$ cat src/rtl/spx_pkg.sv
package spx_pkg;
    typedef enum logic [2:0] {
        REG_DATA = 3'd0,
        REG_STAT = 3'd1,
        REG_RAW  = 3'd2,
        REG_MASK = 3'd3,
        REG_MIS  = 3'd4,
        REG_CLR  = 3'd5
    } reg_sel_e;

    localparam int SRC_TX = 0;
    localparam int SRC_RX = 1;
    localparam int SRC_TO = 2;
    localparam int SRC_OV = 3;
    localparam int NSRC   = 4;
endpackage

$ cat src/rtl/spx_fifo.sv
module spx_fifo #(
    parameter int WIDTH = 16,
    parameter int DEPTH = 8
) (
    input  logic                          clk,
    input  logic                          rst_n,
    input  logic                          push,
    input  logic [WIDTH-1:0]              wdata,
    input  logic                          pop,
    output logic [WIDTH-1:0]              rdata,
    output logic [$clog2(DEPTH+1)-1:0]    count
);
    localparam int AW = (DEPTH > 1) ? $clog2(DEPTH) : 1;
    localparam int CW = $clog2(DEPTH+1);
    localparam logic [AW-1:0] LAST = AW'(DEPTH-1);
    localparam logic [CW-1:0] FULL = CW'(DEPTH);

    typedef struct packed {
        logic [DEPTH-1:0][WIDTH-1:0] mem;
        logic [AW-1:0]               wp;
        logic [AW-1:0]               rp;
        logic [CW-1:0]               cnt;
    } fifo_st_t;

    fifo_st_t st_d, st_q;
    logic     take_in, give_out;

    always_comb begin
        st_d     = st_q;
        take_in  = push && (st_q.cnt != FULL);
        give_out = pop && (st_q.cnt != '0);
        if (take_in) begin
            st_d.mem[st_q.wp] = wdata;
            st_d.wp = (st_q.wp == LAST) ? '0 : st_q.wp + 1'b1;
        end
        if (give_out) begin
            st_d.rp = (st_q.rp == LAST) ? '0 : st_q.rp + 1'b1;
        end
        case ({take_in, give_out})
            2'b10:   st_d.cnt = st_q.cnt + 1'b1;
            2'b01:   st_d.cnt = st_q.cnt - 1'b1;
            default: st_d.cnt = st_q.cnt;
        endcase
    end

    always_ff @(posedge clk) begin
        if (!rst_n) st_q <= '0;
        else        st_q <= st_d;
    end

    assign rdata = st_q.mem[st_q.rp];
    assign count = st_q.cnt;
endmodule

$ cat src/rtl/spx_rx_timer.sv
module spx_rx_timer #(
    parameter int LIMIT = 32
) (
    input  logic clk,
    input  logic rst_n,
    input  logic tick,
    input  logic restart,
    input  logic empty,
    output logic hit
);
    localparam int CW = $clog2(LIMIT+1);
    localparam logic [CW-1:0] TOP  = CW'(LIMIT);
    localparam logic [CW-1:0] LAST = CW'(LIMIT-1);

    typedef struct packed {
        logic [CW-1:0] cnt;
    } tmr_st_t;

    tmr_st_t st_d, st_q;

    always_comb begin
        st_d = st_q;
        hit  = 1'b0;
        if (restart || empty) begin
            st_d.cnt = '0;
        end else if (tick && st_q.cnt != TOP) begin
            st_d.cnt = st_q.cnt + 1'b1;
            hit      = (st_q.cnt == LAST);
        end
    end

    always_ff @(posedge clk) begin
        if (!rst_n) st_q <= '0;
        else        st_q <= st_d;
    end
endmodule

$ cat src/rtl/spx_fifo_irq.sv
module spx_fifo_irq
    import spx_pkg::*;
#(
    parameter int WIDTH    = 16,
    parameter int DEPTH    = 8,
    parameter int TO_LIMIT = 32
) (
    input  logic             clk,
    input  logic             rst_n,
    input  logic             bus_wr,
    input  logic             bus_rd,
    input  logic [2:0]       bus_addr,
    input  logic [WIDTH-1:0] bus_wdata,
    output logic [WIDTH-1:0] bus_rdata,
    output logic             tx_valid,
    output logic [WIDTH-1:0] tx_data,
    input  logic             tx_take,
    input  logic             rx_push,
    input  logic [WIDTH-1:0] rx_word,
    input  logic             ser_tick,
    output logic             irq
);
    localparam int CW = $clog2(DEPTH+1);
    localparam logic [CW-1:0] FULL   = CW'(DEPTH);
    localparam logic [CW-1:0] HALF   = CW'(DEPTH/2);

    typedef struct packed {
        logic            to;
        logic            ov;
        logic [NSRC-1:0] mask;
    } ctl_st_t;

    ctl_st_t          st_d, st_q;
    logic [CW-1:0]    tx_count, rx_count;
    logic [WIDTH-1:0] rx_head;
    logic             rx_empty, rx_full, rx_pop, tx_push, to_hit, wr_clr;
    logic [NSRC-1:0]  raw, mis;

    assign rx_empty = (rx_count == '0);
    assign rx_full  = (rx_count == FULL);
    assign rx_pop   = bus_rd && (bus_addr == REG_DATA) && !rx_empty;
    assign tx_push  = bus_wr && (bus_addr == REG_DATA);
    assign wr_clr   = bus_wr && (bus_addr == REG_CLR);

    spx_fifo #(.WIDTH(WIDTH), .DEPTH(DEPTH)) u_txq (
        .clk(clk), .rst_n(rst_n), .push(tx_push), .wdata(bus_wdata),
        .pop(tx_take), .rdata(tx_data), .count(tx_count)
    );

    spx_fifo #(.WIDTH(WIDTH), .DEPTH(DEPTH)) u_rxq (
        .clk(clk), .rst_n(rst_n), .push(rx_push), .wdata(rx_word),
        .pop(rx_pop), .rdata(rx_head), .count(rx_count)
    );

    spx_rx_timer #(.LIMIT(TO_LIMIT)) u_tmr (
        .clk(clk), .rst_n(rst_n), .tick(ser_tick), .restart(rx_pop),
        .empty(rx_empty), .hit(to_hit)
    );

    always_comb begin
        raw         = '0;
        raw[SRC_TX] = (tx_count <= HALF);
        raw[SRC_RX] = (rx_count >= HALF);
        raw[SRC_TO] = st_q.to;
        raw[SRC_OV] = st_q.ov;
        mis         = raw & st_q.mask;
    end

    always_comb begin
        st_d    = st_q;
        st_d.to = (st_q.to & ~(wr_clr & bus_wdata[SRC_TO])) | to_hit;
        st_d.ov = (st_q.ov & ~(wr_clr & bus_wdata[SRC_OV])) | (rx_push & rx_full);
        if (bus_wr && bus_addr == REG_MASK) st_d.mask = bus_wdata[NSRC-1:0];
    end

    always_ff @(posedge clk) begin
        if (!rst_n) st_q <= '0;
        else        st_q <= st_d;
    end

    always_comb begin
        bus_rdata = '0;
        if (bus_rd) begin
            case (bus_addr)
                REG_DATA: bus_rdata = rx_empty ? '0 : rx_head;
                REG_STAT: bus_rdata = WIDTH'({!rx_empty, tx_count != FULL});
                REG_RAW:  bus_rdata = WIDTH'(raw);
                REG_MASK: bus_rdata = WIDTH'(st_q.mask);
                REG_MIS:  bus_rdata = WIDTH'(mis);
                default:  bus_rdata = '0;
            endcase
        end
    end

    assign tx_valid = (tx_count != '0);
    assign irq      = |mis;
endmodule

$ cat config.mk
export PLATFORM = sky130hd
export DESIGN_NAME = spx_fifo_irq
export DESIGN_NICKNAME = d
export VERILOG_FILES = /design/src/rtl/spx_pkg.sv /design/src/rtl/spx_fifo.sv /design/src/rtl/spx_rx_timer.sv /design/src/rtl/spx_fifo_irq.sv
export SDC_FILE = /design/constraint.sdc
export NUM_CORES = 1
export LEC_CHECK = 0
export BUFFER_PORTS_ARGS = -buffer_cell sky130_fd_sc_hd__clkbuf_2
export CORE_UTILIZATION = 40
export CTS_CLUSTER_SIZE = 16
export DETAILED_ROUTE_END_ITERATION = 6
export GPL_TIMING_DRIVEN = 0
export PLACE_DENSITY = 0.61
export SYNTH_ARGS = -nofsm -noshare
export SYNTH_HDL_FRONTEND = slang
export SYNTH_HIERARCHICAL = 1
export SYNTH_SLANG_ARGS = --single-unit
$ cat constraint.sdc
create_clock -name clk -period 7.2 [get_ports clk]
set_input_delay 1.44 -clock clk [delete_from_list [all_inputs] [get_ports clk]]
set_output_delay 1.44 -clock clk [all_outputs]
set_load 0.1 [all_outputs]
==> out/qor.txt <==
min Tclk post-route - 4.93 ns
Row Count - 68
# diodes - 0
WP data required - 5.76 ns
largest net degree at the start of global routing - 17
routed len/inst - 17.9 µm
H-tree depth - 2
CTS tree - yes
Layout Area Growth over Synthesis - 13.9%
first-pass GRT wire length - 57200 µm
routability-driven placement congestion ratio - 0.813
Initial Util - 40.5%
crit-path cells - clkbuf_1 > buf_2 > mux4_2 > mux2_2 > a222oi_1 > nor2_1 > clkbuf_2
Final Hold Fails - 0
CTS Buf Count - 34
multi-input logic area - 7480 µm²
post-detail-place hpwl - 25100 µm
LEAKAGE - 5.56 nW
die width - 189 µm
Root Buffer Master - clkbuf_16
Most used DFF post-synth - dfxtp_1
Netlist cell types - 57
WP data arrival - 3.49 ns
final net count - 1579
Setup TNS Final - 0 ns
I/O pins - 76
Max clock buf depth - 3
all-layer global routing usage - 20.4%
WHS - 0.450 ns
vias in the first global route - 10200
CP Class - flip-flop to primary output
Gate Count Post-Synth - 1438
register area share after synthesis - 41.3%
CP bufs+invs - 3
Pins Over Slew Limit - 0
slew margin rel. - 28.2%
Routed Antenna Nets - 0
fin crit share - 68.5%
total wire length - 35800 µm
RSZ-0062 raised after global routing - false
CP max stage delay - 0.62 ns
status - finished clean
post_cts resized - 0
worst skew pair latency - 0.50 ns
synthesized area per cell - 9.71 µm²
Critical Path End Type - primary output
Setup Viol. Count Final - 0
Ys Warns - 6
startpoint type of the worst setup path - flip-flop
Max Clk Rate - 203 MHz
Setup Fix Bufs, Post-CTS - 0
critical path peak fanout - 10
height of the die - 189 µm
maximum vdd ir drop - 0.141 mV
Via-to-Cell Ratio - 5.17
hold crit path type - flip-flop to flip-flop
MaxCap Viol Count - 0
Pwr per Cell Area - 231 nW/µm²
register area - 5770 µm²
Worst Max-Slew Pin Slew - 1.06 ns
Via Count - 10300
total gr overflow - 0
most common cell after layout, fill and taps aside - nand2_1
First DRT Iteration DRCs - 542
Pre-antenna DRT Iters - 7
share of cells above drive strength 1 - 17.6%
asr flop ratio synth - 0%
Filler Cell Count - 3337
DR DRC count - 0
delay-heaviest family, CP - buffers and inverters
Pwr Total - 3.68 mW
synthesized area - 14000 µm²
Placed Area - 14800 µm²
Setup Skew - 0.0207 ns
initial antenna violation count - 0
clock sinks - 288
# port buffers - 47
number of flops mapped to enable cells by yosys - 0
Clock transition at path regs - 0.06 ns
#FFs+latches synth - 288
post-synthesis net count - 1496
most frequent cells in the layout - nand2_1, dfxtp_1, a21boi_0
slowest CP cell - mux4_2
die area - 35700 µm²
core footprint - 34500 µm²
cts hold-fix bufs - 0
post-route cell area - 15900 µm²
[synthesized netlist by cell type, types with 7 or more instances]
| cell | instances | share of area, % |
|---|---|---|
| nand2_1 | 351 | 9.4 |
| dfxtp_1 | 288 | 41 |
| a21boi_0 | 158 | 8.5 |
| nor2b_1 | 112 | 5.0 |
| mux2i_1 | 108 | 7.7 |
| clkbuf_1 | 97 | 2.6 |
| mux4_2 | 64 | 10 |
| mux2_2 | 32 | 2.6 |
| buf_2 | 27 | 0.97 |
| ha_1 | 16 | 1.4 |
| buf_4 | 15 | 0.81 |
| a21oi_1 | 13 | 0.47 |
| o21ai_0 | 12 | 0.43 |
| a21boi_1 | 11 | 0.59 |
| or3_1 | 10 | 0.45 |
| and3_1 | 9 | 0.40 |
| nor2_1 | 9 | 0.24 |
| inv_1 | 7 | 0.19 |
| nor4b_1 | 7 | 0.44 |
[kinds of logic (layout without fill, tap and decap cells)]
kind of cell | Yosys count | count (layout) | share of synthesized area [%]
AND/OR/NAND/NOR | 558 | 558 | 20.1
flip-flops | 288 | 288 | 41.3
AO/OA/AOI/OAI | 209 | 209 | 10.9
multiplexers | 204 | 204 | 20.6
buffers and inverters | 155 | 260 | 5.12
adder cells (fa/ha/maj) | 16 | 16 | 1.43
XOR/XNOR | 8 | 8 | 0.502
[state kept, by name, indices dropped and copies added, names as in the netlist]
register     cells
raw              2
u_rxq/count      4
u_rxq/st_q     134
u_txq/st_q     134
u_tmr/st_q       6
u_txq/count      4
st_q             4
[where the power goes]
part	total, mW	switching [mW]	leakage [nW]	internal (mW)
clock	1.73	0.674	0.553	1.06
sequential	1.63	0.0165	2.32	1.62
combinational	0.314	0.199	2.68	0.115
total	3.68	0.890	5.56	2.79
[metal layers]
layer	track usage, %	wire length [µm]
met2	34.9	17300
met1	27.3	16100
met4	4.31	553
met5	0	0
met3	2.68	1780
[worst paths after layout]
check	startpoint	to	slack (ns)	cells past startpoint
worst max-delay path	u_rxq/st_q[4]$_SDFFE_PN0P_	bus_rdata[3]	2.27	7
worst min-delay path	u_txq/st_q[53]$_SDFFE_PN0P_	u_txq/st_q[53]$_SDFFE_PN0P_	0.45	2
worst max register to register	u_rxq/count[2]$_SDFFE_PN0P_	u_rxq/count[2]$_SDFFE_PN0P_	3.57	14
worst min register to register	u_txq/st_q[53]$_SDFFE_PN0P_	u_txq/st_q[53]$_SDFFE_PN0P_	0.45	2
[worst register-to-register path, cell delays in order, from the launching register on]
cell and delay [ns]:
dfxtp_1 0.48, buf_4 0.20, nor4_4 0.06, nor4_4 0.45
clkbuf_2 0.37, and2_1 0.31, o41ai_1 0.23, inv_1 0.18
ha_1 0.28, xor2_1 0.18, ha_1 0.16, a21oi_1 0.05
xor2_1 0.16, or3_1 0.31, a21boi_0 0.15
[stage by stage]
stage	utilization [%]	setup slack, ns	std cells
after floorplan	-	1.60	1438
after global placement	42.9	2.48	1940
after detailed placement	42.9	2.49	1940
after CTS	46.1	2.20	1998
after global routing	46.1	2.10	1998
final	46.1	2.27	1998
[final cells by class]
cell class / instances / area share (%)
tap: 455 / 3.58
sequential: 288 / 36.3
buffer: 148 / 4.33
multi-input combinational: 995 / 47.1
clock inverter: 14 / 1.01
timing repair buffer: 47 / 1.48
inverter: 7 / 0.165
clock buffer: 44 / 6.10
Note: power is estimated with default switching activity, not from simulation.
